`config.mk`:
```
export PLATFORM = sky130hd
export DESIGN_NAME = lookahead_iir
export DESIGN_NICKNAME = d
export VERILOG_FILES = /design/src/rtl/lookahead_iir_pkg.sv /design/src/rtl/lookahead_iir_fir.sv /design/src/rtl/lookahead_iir_dly.sv /design/src/rtl/lookahead_iir_loop.sv /design/src/rtl/lookahead_iir.sv
export SDC_FILE = /design/constraint.sdc
export NUM_CORES = 2
export LEC_CHECK = 0
export BUFFER_PORTS_ARGS = -buffer_cell sky130_fd_sc_hd__buf_2
export CAP_MARGIN = 20
export CORE_MARGIN = 4
export CORE_UTILIZATION = 55
export CTS_CLUSTER_DIAMETER = 100
export DETAILED_ROUTE_END_ITERATION = 10
export PLACE_DENSITY = 0.74
export SYNTH_ARGS = -nofsm -noshare
export SYNTH_HDL_FRONTEND = slang
export SYNTH_SLANG_ARGS = --single-unit
```
`constraint.sdc`:
```
create_clock -name clk -period 16.5 [get_ports clk]
set_input_delay 1.65 -clock clk [delete_from_list [all_inputs] [get_ports clk]]
set_output_delay 1.65 -clock clk [all_outputs]
set_load 0.05 [all_outputs]
```
`src/rtl/lookahead_iir_pkg.sv`:
```
package lookahead_iir_pkg;
  // Default sample and coefficient width (signed, one integer bit).
  localparam int unsigned SAMPLE_W = 16;
  // Default number of extra register stages behind the FIR section.
  localparam int unsigned FIR_EXTRA_DEF = 0;
  // Registers from the sampling edge to the output: FIR products, FIR sum, loop.
  localparam int unsigned BASE_LAT = 3;
endpackage

```
`src/rtl/lookahead_iir_fir.sv`:
```
module lookahead_iir_fir #(
  parameter int unsigned W = 16,
  localparam int unsigned PW = 2 * W,
  localparam int unsigned SW = 2 * W + 1
) (
  input  logic                 clk,
  input  logic                 rst_n,
  input  logic                 in_valid,
  input  logic signed [W-1:0]  x_in,
  input  logic signed [W-1:0]  coef_ab,
  input  logic signed [W-1:0]  coef_b,
  output logic                 sum_valid,
  output logic signed [SW-1:0] sum_q
);
  logic signed [W-1:0]  xprev_q, xprev_n;
  logic signed [PW-1:0] pab_q, pab_n, pb_q, pb_n;
  logic                 v1_q, v1_n;
  logic signed [SW-1:0] sum_n;
  logic                 sv_n;

  // Stage 1: products of the delayed and current taps.
  always_comb begin
    xprev_n = xprev_q;
    pab_n   = pab_q;
    pb_n    = pb_q;
    v1_n    = in_valid;
    if (in_valid) begin
      xprev_n = x_in;
      pab_n   = coef_ab * xprev_q;
      pb_n    = coef_b * x_in;
    end
  end

  // Stage 2: full-precision tap sum.
  always_comb begin
    sum_n = sum_q;
    sv_n  = v1_q;
    if (v1_q) begin
      sum_n = SW'(pab_q) + SW'(pb_q);
    end
  end

  always_ff @(posedge clk or negedge rst_n) begin
    if (!rst_n) begin
      xprev_q   <= '0;
      pab_q     <= '0;
      pb_q      <= '0;
      v1_q      <= 1'b0;
      sum_q     <= '0;
      sum_valid <= 1'b0;
    end else begin
      xprev_q   <= xprev_n;
      pab_q     <= pab_n;
      pb_q      <= pb_n;
      v1_q      <= v1_n;
      sum_q     <= sum_n;
      sum_valid <= sv_n;
    end
  end
endmodule

```
`src/rtl/lookahead_iir_dly.sv`:
```
module lookahead_iir_dly #(
  parameter int unsigned WD    = 34,
  parameter int unsigned DEPTH = 0
) (
  input  logic          clk,
  input  logic          rst_n,
  input  logic [WD-1:0] din,
  output logic [WD-1:0] dout
);
  generate
    if (DEPTH == 0) begin : g_pass
      assign dout = din;
    end else begin : g_pipe
      logic [WD-1:0] stage_q [DEPTH];
      logic [WD-1:0] stage_n [DEPTH];
      always_comb begin
        stage_n[0] = din;
        for (int i = 1; i < DEPTH; i++) stage_n[i] = stage_q[i-1];
      end
      always_ff @(posedge clk or negedge rst_n) begin
        if (!rst_n) begin
          for (int i = 0; i < DEPTH; i++) stage_q[i] <= '0;
        end else begin
          for (int i = 0; i < DEPTH; i++) stage_q[i] <= stage_n[i];
        end
      end
      assign dout = stage_q[DEPTH-1];
    end
  endgenerate
endmodule

```
`src/rtl/lookahead_iir_loop.sv`:
```
module lookahead_iir_loop #(
  parameter int unsigned W = 16,
  localparam int unsigned PW = 2 * W,
  localparam int unsigned SW = 2 * W + 1,
  localparam int unsigned AW = 2 * W + 2
) (
  input  logic                 clk,
  input  logic                 rst_n,
  input  logic                 en,
  input  logic signed [SW-1:0] ff_sum,
  input  logic signed [W-1:0]  coef_a2,
  output logic signed [W-1:0]  y_q,
  output logic                 yv_q
);
  localparam logic signed [AW-1:0] RND = AW'(1) << (W - 2);
  localparam logic signed [AW-1:0] HI  = AW'((1 << (W - 1)) - 1);
  localparam logic signed [AW-1:0] LO  = -HI - AW'(1);

  // Second loop register: full-precision a2 * y of the previous output.
  logic signed [PW-1:0] m_q, m_n;
  logic signed [W-1:0]  y_n;
  logic signed [AW-1:0] acc, shifted;

  always_comb begin
    acc     = AW'(m_q) + AW'(ff_sum) + RND;
    shifted = acc >>> (W - 1);
    y_n     = y_q;
    m_n     = m_q;
    if (en) begin
      if (shifted > HI)      y_n = HI[W-1:0];
      else if (shifted < LO) y_n = LO[W-1:0];
      else                   y_n = shifted[W-1:0];
      m_n = coef_a2 * y_q;
    end
  end

  always_ff @(posedge clk or negedge rst_n) begin
    if (!rst_n) begin
      y_q  <= '0;
      m_q  <= '0;
      yv_q <= 1'b0;
    end else begin
      y_q  <= y_n;
      m_q  <= m_n;
      yv_q <= en;
    end
  end
endmodule

```
`src/rtl/lookahead_iir.sv`:
```
module lookahead_iir
  import lookahead_iir_pkg::*;
#(
  parameter int unsigned W         = SAMPLE_W,
  parameter int unsigned FIR_EXTRA = FIR_EXTRA_DEF,
  localparam int unsigned SW  = 2 * W + 1,
  localparam int unsigned LAT = BASE_LAT + FIR_EXTRA
) (
  input  logic                clk,
  input  logic                rst_n,
  input  logic                in_valid,
  input  logic signed [W-1:0] x_in,
  input  logic signed [W-1:0] coef_a2,
  input  logic signed [W-1:0] coef_ab,
  input  logic signed [W-1:0] coef_b,
  output logic signed [W-1:0] y_out,
  output logic                out_valid
);
  logic                 fir_v;
  logic signed [SW-1:0] fir_sum;
  logic [SW:0]          dly_in, dly_out;
  logic                 loop_en;
  logic signed [SW-1:0] loop_sum;

  lookahead_iir_fir #(.W(W)) u_fir (
    .clk(clk), .rst_n(rst_n), .in_valid(in_valid), .x_in(x_in),
    .coef_ab(coef_ab), .coef_b(coef_b),
    .sum_valid(fir_v), .sum_q(fir_sum)
  );

  assign dly_in = {fir_v, fir_sum};

  lookahead_iir_dly #(.WD(SW + 1), .DEPTH(FIR_EXTRA)) u_dly (
    .clk(clk), .rst_n(rst_n), .din(dly_in), .dout(dly_out)
  );

  assign loop_en  = dly_out[SW];
  assign loop_sum = dly_out[SW-1:0];

  lookahead_iir_loop #(.W(W)) u_loop (
    .clk(clk), .rst_n(rst_n), .en(loop_en), .ff_sum(loop_sum),
    .coef_a2(coef_a2), .y_q(y_out), .yv_q(out_valid)
  );
endmodule

```
==> flow_metrics.tcl <==
set metrics [dict create \
    maxSlewHeadroom_pct 33.4 \
    root_buffer "clkbuf_16" \
    worstSetupStartpoint "coef_a2[7]" \
    synth_edf_count 0 \
    path_clk_slew_ns 0.07 \
    hold_end "u_fir.pb_q[31]" \
    synth_nets 5220 \
    initial_core_util_pct 55.8 \
    post-route-drc-count 0 \
    min_path_type "flip-flop to flip-flop" \
    hpwlAfterDp_um 70800 \
    arrival_ns 7.76 \
    clock_latency_ns 0.43 \
    area_growth_syn_to_layout_pct 4.50 \
    synth_top_flop_cell "dfrtp_1" \
    hp-start "u_fir.pb_q[31]" \
    finalSetupViolations 0 \
    tns_ns 0 \
    grt_pass1_vias 29370 \
    hold_buffers 0 \
    grt_overflow 0 \
    drive_above_1_share_pct 6.57 \
    synth_warnings 0 \
    n_antenna_cell 0 \
    post_drt_via_cell_ratio 5.46 \
    vias 27025 \
    max_freq_ghz 0.134 \
    synth_area_um2 38500 \
    reg2reg_depth 19 \
    dp_slack_ns 8.59 \
    rrSetupSlack_ns 9.59 \
    instances_no_fill 4947 \
    final_core_util_pct 58.3 \
    worstHoldPathCells 2 \
    ys_types 83 \
    critPathCaptureType "flip-flop" \
    die-area_um2 74400 \
    cts_max_level 4 \
    dieHeight_um 273 \
    cts_resized 0 \
    drt_iter0_drc 1474 \
    clock-skew-final_ns 0.00828 \
    postSynthAreaPerCell_um2 9.58 \
    io_pins 84 \
    postCtsSetupRepairBufs 0 \
    clock-sinks 164 \
    rsz0062_at_grt "false" \
    numCtsBuffers 17 \
    timing.rr.start "u_loop.y_q[1]" \
    drv_slew 0 \
    worst_slack_ns 9.04 \
    worstReg2RegEnd "u_loop.m_q[31]" \
    ys_ff_latch 164 \
    routed_wl_um 85600 \
    rows 96 \
    dp.cells 4915 \
    io_buffer_count 83 \
    routedWlPerCell_um 17.3 \
    grt_pass1_wl_um 148000 \
    hold_viol_final 0 \
    grt_antenna_before_repair 1 \
    cts_tree "yes" \
    crit_type "input pin to flip-flop" \
    tightest_slew_ns 1.00 \
    outcome "finished clean" \
    worstPathMaxFanout 16 \
    yosysSeqAreaShare_pct 10.6 \
    grt_use_total_pct 24.3 \
    postRouteAntennaNets 0 \
    finalCritPeriodShare_pct 45.2 \
    coreArea_um2 69100 \
    max_cap_violations 0 \
    netlist_instances 4025 \
    routabilityCongestion 0.891 \
    cp_data_required_time_ns 16.80 \
    period_minus_slack_ns 7.46 \
    num-nets-final 5198 \
    synthArstFlopShare_pct 100 \
    grt_max_degree 86 \
    fill_cells 5926 \
    crit_path_start_kind "input pin" \
    dr.pass1.iters 8 \
    clk_path_buf_depth 2 \
    die_x_um 273 \
]
-- synthesized netlist by cell type, drive strengths merged, types with 76 or more instances --
cell type,count,area share (%)
o21ai,76,1.0
ha,341,11
nand2,412,4.0
fa,787,41
xnor2,98,2.2
nor2,97,0.94
and2,376,6.1
mux2,103,3.0
clkbuf,128,1.2
dfrtp,164,11
a21oi,105,1.4
inv,884,8.6
-- metrics by stage --
| stage | area [µm²] | hold WS, ns |
|---|---|---|
| 2_1_floorplan | 38500 | 0.352 |
| 3_3_place_gp | 39700 | 0.480 |
| 3_5_place_dp | 39700 | 0.488 |
| 4_1_cts | 40300 | 0.506 |
| 5_1_grt | 40300 | 0.524 |
| 6_report | 40300 | 0.500 |
-- registers in the layout (all words and copies together), names as in the netlist --
name             flops
u_fir.sum_q         33
u_fir.sum_valid      1
u_loop.m_q          32
u_fir.pab_q         32
u_loop.yv_q          1
u_fir.xprev_q       16
u_loop.y_q          16
u_fir.pb_q          32
u_fir.sv_n           1
-- metal layers --
metal / vias up / global-route usage, % / routed length (µm)
met3: 157 / 2.56 / 4220
met5: - / 0 / 9
met1: 13787 / 32.4 / 36000
met2: 751 / 43.0 / 43200
met4: 2 / 5.95 / 2120
li1: 12328 / - / -
-- placed cells by master (no fill, tap or decap), types with 15 or more instances in the layout --
cell / netlist / layout
a21oi_1: 102 / 102
and3_1: 17 / 17
buf_2: 2 / 81
a21o_1: 62 / 62
nor3_1: 25 / 25
xnor2_1: 98 / 98
xor2_1: 37 / 37
a31oi_1: 19 / 19
buf_4: 1 / 15
clkbuf_16: 0 / 17
nand2b_1: 25 / 25
inv_1: 884 / 884
ha_1: 341 / 341
and2_1: 376 / 376
nor2_1: 97 / 97
nor2b_1: 17 / 17
fa_1: 787 / 787
dfrtp_1: 164 / 163
mux2_2: 103 / 103
nand3_1: 30 / 30
nand2_1: 411 / 411
o21ai_0: 70 / 70
nand4_1: 23 / 23
-- cell type report --
type | count | area, µm² | area share, %
Clock buffer | 20 | 447 | 1.11
Clock inverter | 12 | 123 | 0.304
Inverter | 884 | 3320 | 8.24
Multi-Input combinational cell | 2839 | 30600 | 75.9
Sequential cell | 164 | 4110 | 10.2
Tap cell | 931 | 1160 | 2.89
Timing Repair Buffer | 97 | 529 | 1.31
-- worst max path at each step --
stage / endpoint / slack, ns / cells after the start
after detailed placement: u_loop.m_q[28] / 8.59 / 20
final: u_loop.m_q[31] / 9.04 / 23
after CTS: u_loop.m_q[28] / 9.05 / 20
after global placement: u_loop.m_q[31] / 8.65 / 20
after global routing: u_loop.m_q[28] / 8.63 / 20
after floorplan: u_fir.pab_q[30] / 8.98 / 19
-- worst max-delay path, cell delays in order --
cell	delay, ns
buf_2	0.31
nand2_1	0.14
fa_1	0.57
inv_1	0.05
fa_1	0.50
inv_1	0.06
fa_1	0.53
inv_1	0.07
fa_1	0.46
fa_1	0.49
inv_1	0.05
fa_1	0.48
inv_1	0.04
ha_1	0.39
and3_1	0.30
nand3b_1	0.14
or4b_2	0.65
o2111ai_1	0.21
nand3_1	0.14
nand2_1	0.13
o31ai_1	0.08
xnor2_1	0.21
mux2i_1	0.10
-- cell families (layout without fill, tap and decap cells) --
family,count (synthesis),after routing,share of synthesized area (%)
adders and majority gates,1128,1128,51.9
and+or+nand+nor,1066,1066,14.0
buffers and inverters,1022,1013,9.99
AOI/OAI and AO/OA,403,403,7.27
DFF,164,164,10.6
xor gates and xnor gates,135,135,3.07
muxes,107,107,3.11
Power is left out: the tool's default activity adds up to more than one toggle a clock period on the data nets, which glitch-free logic cannot reach.
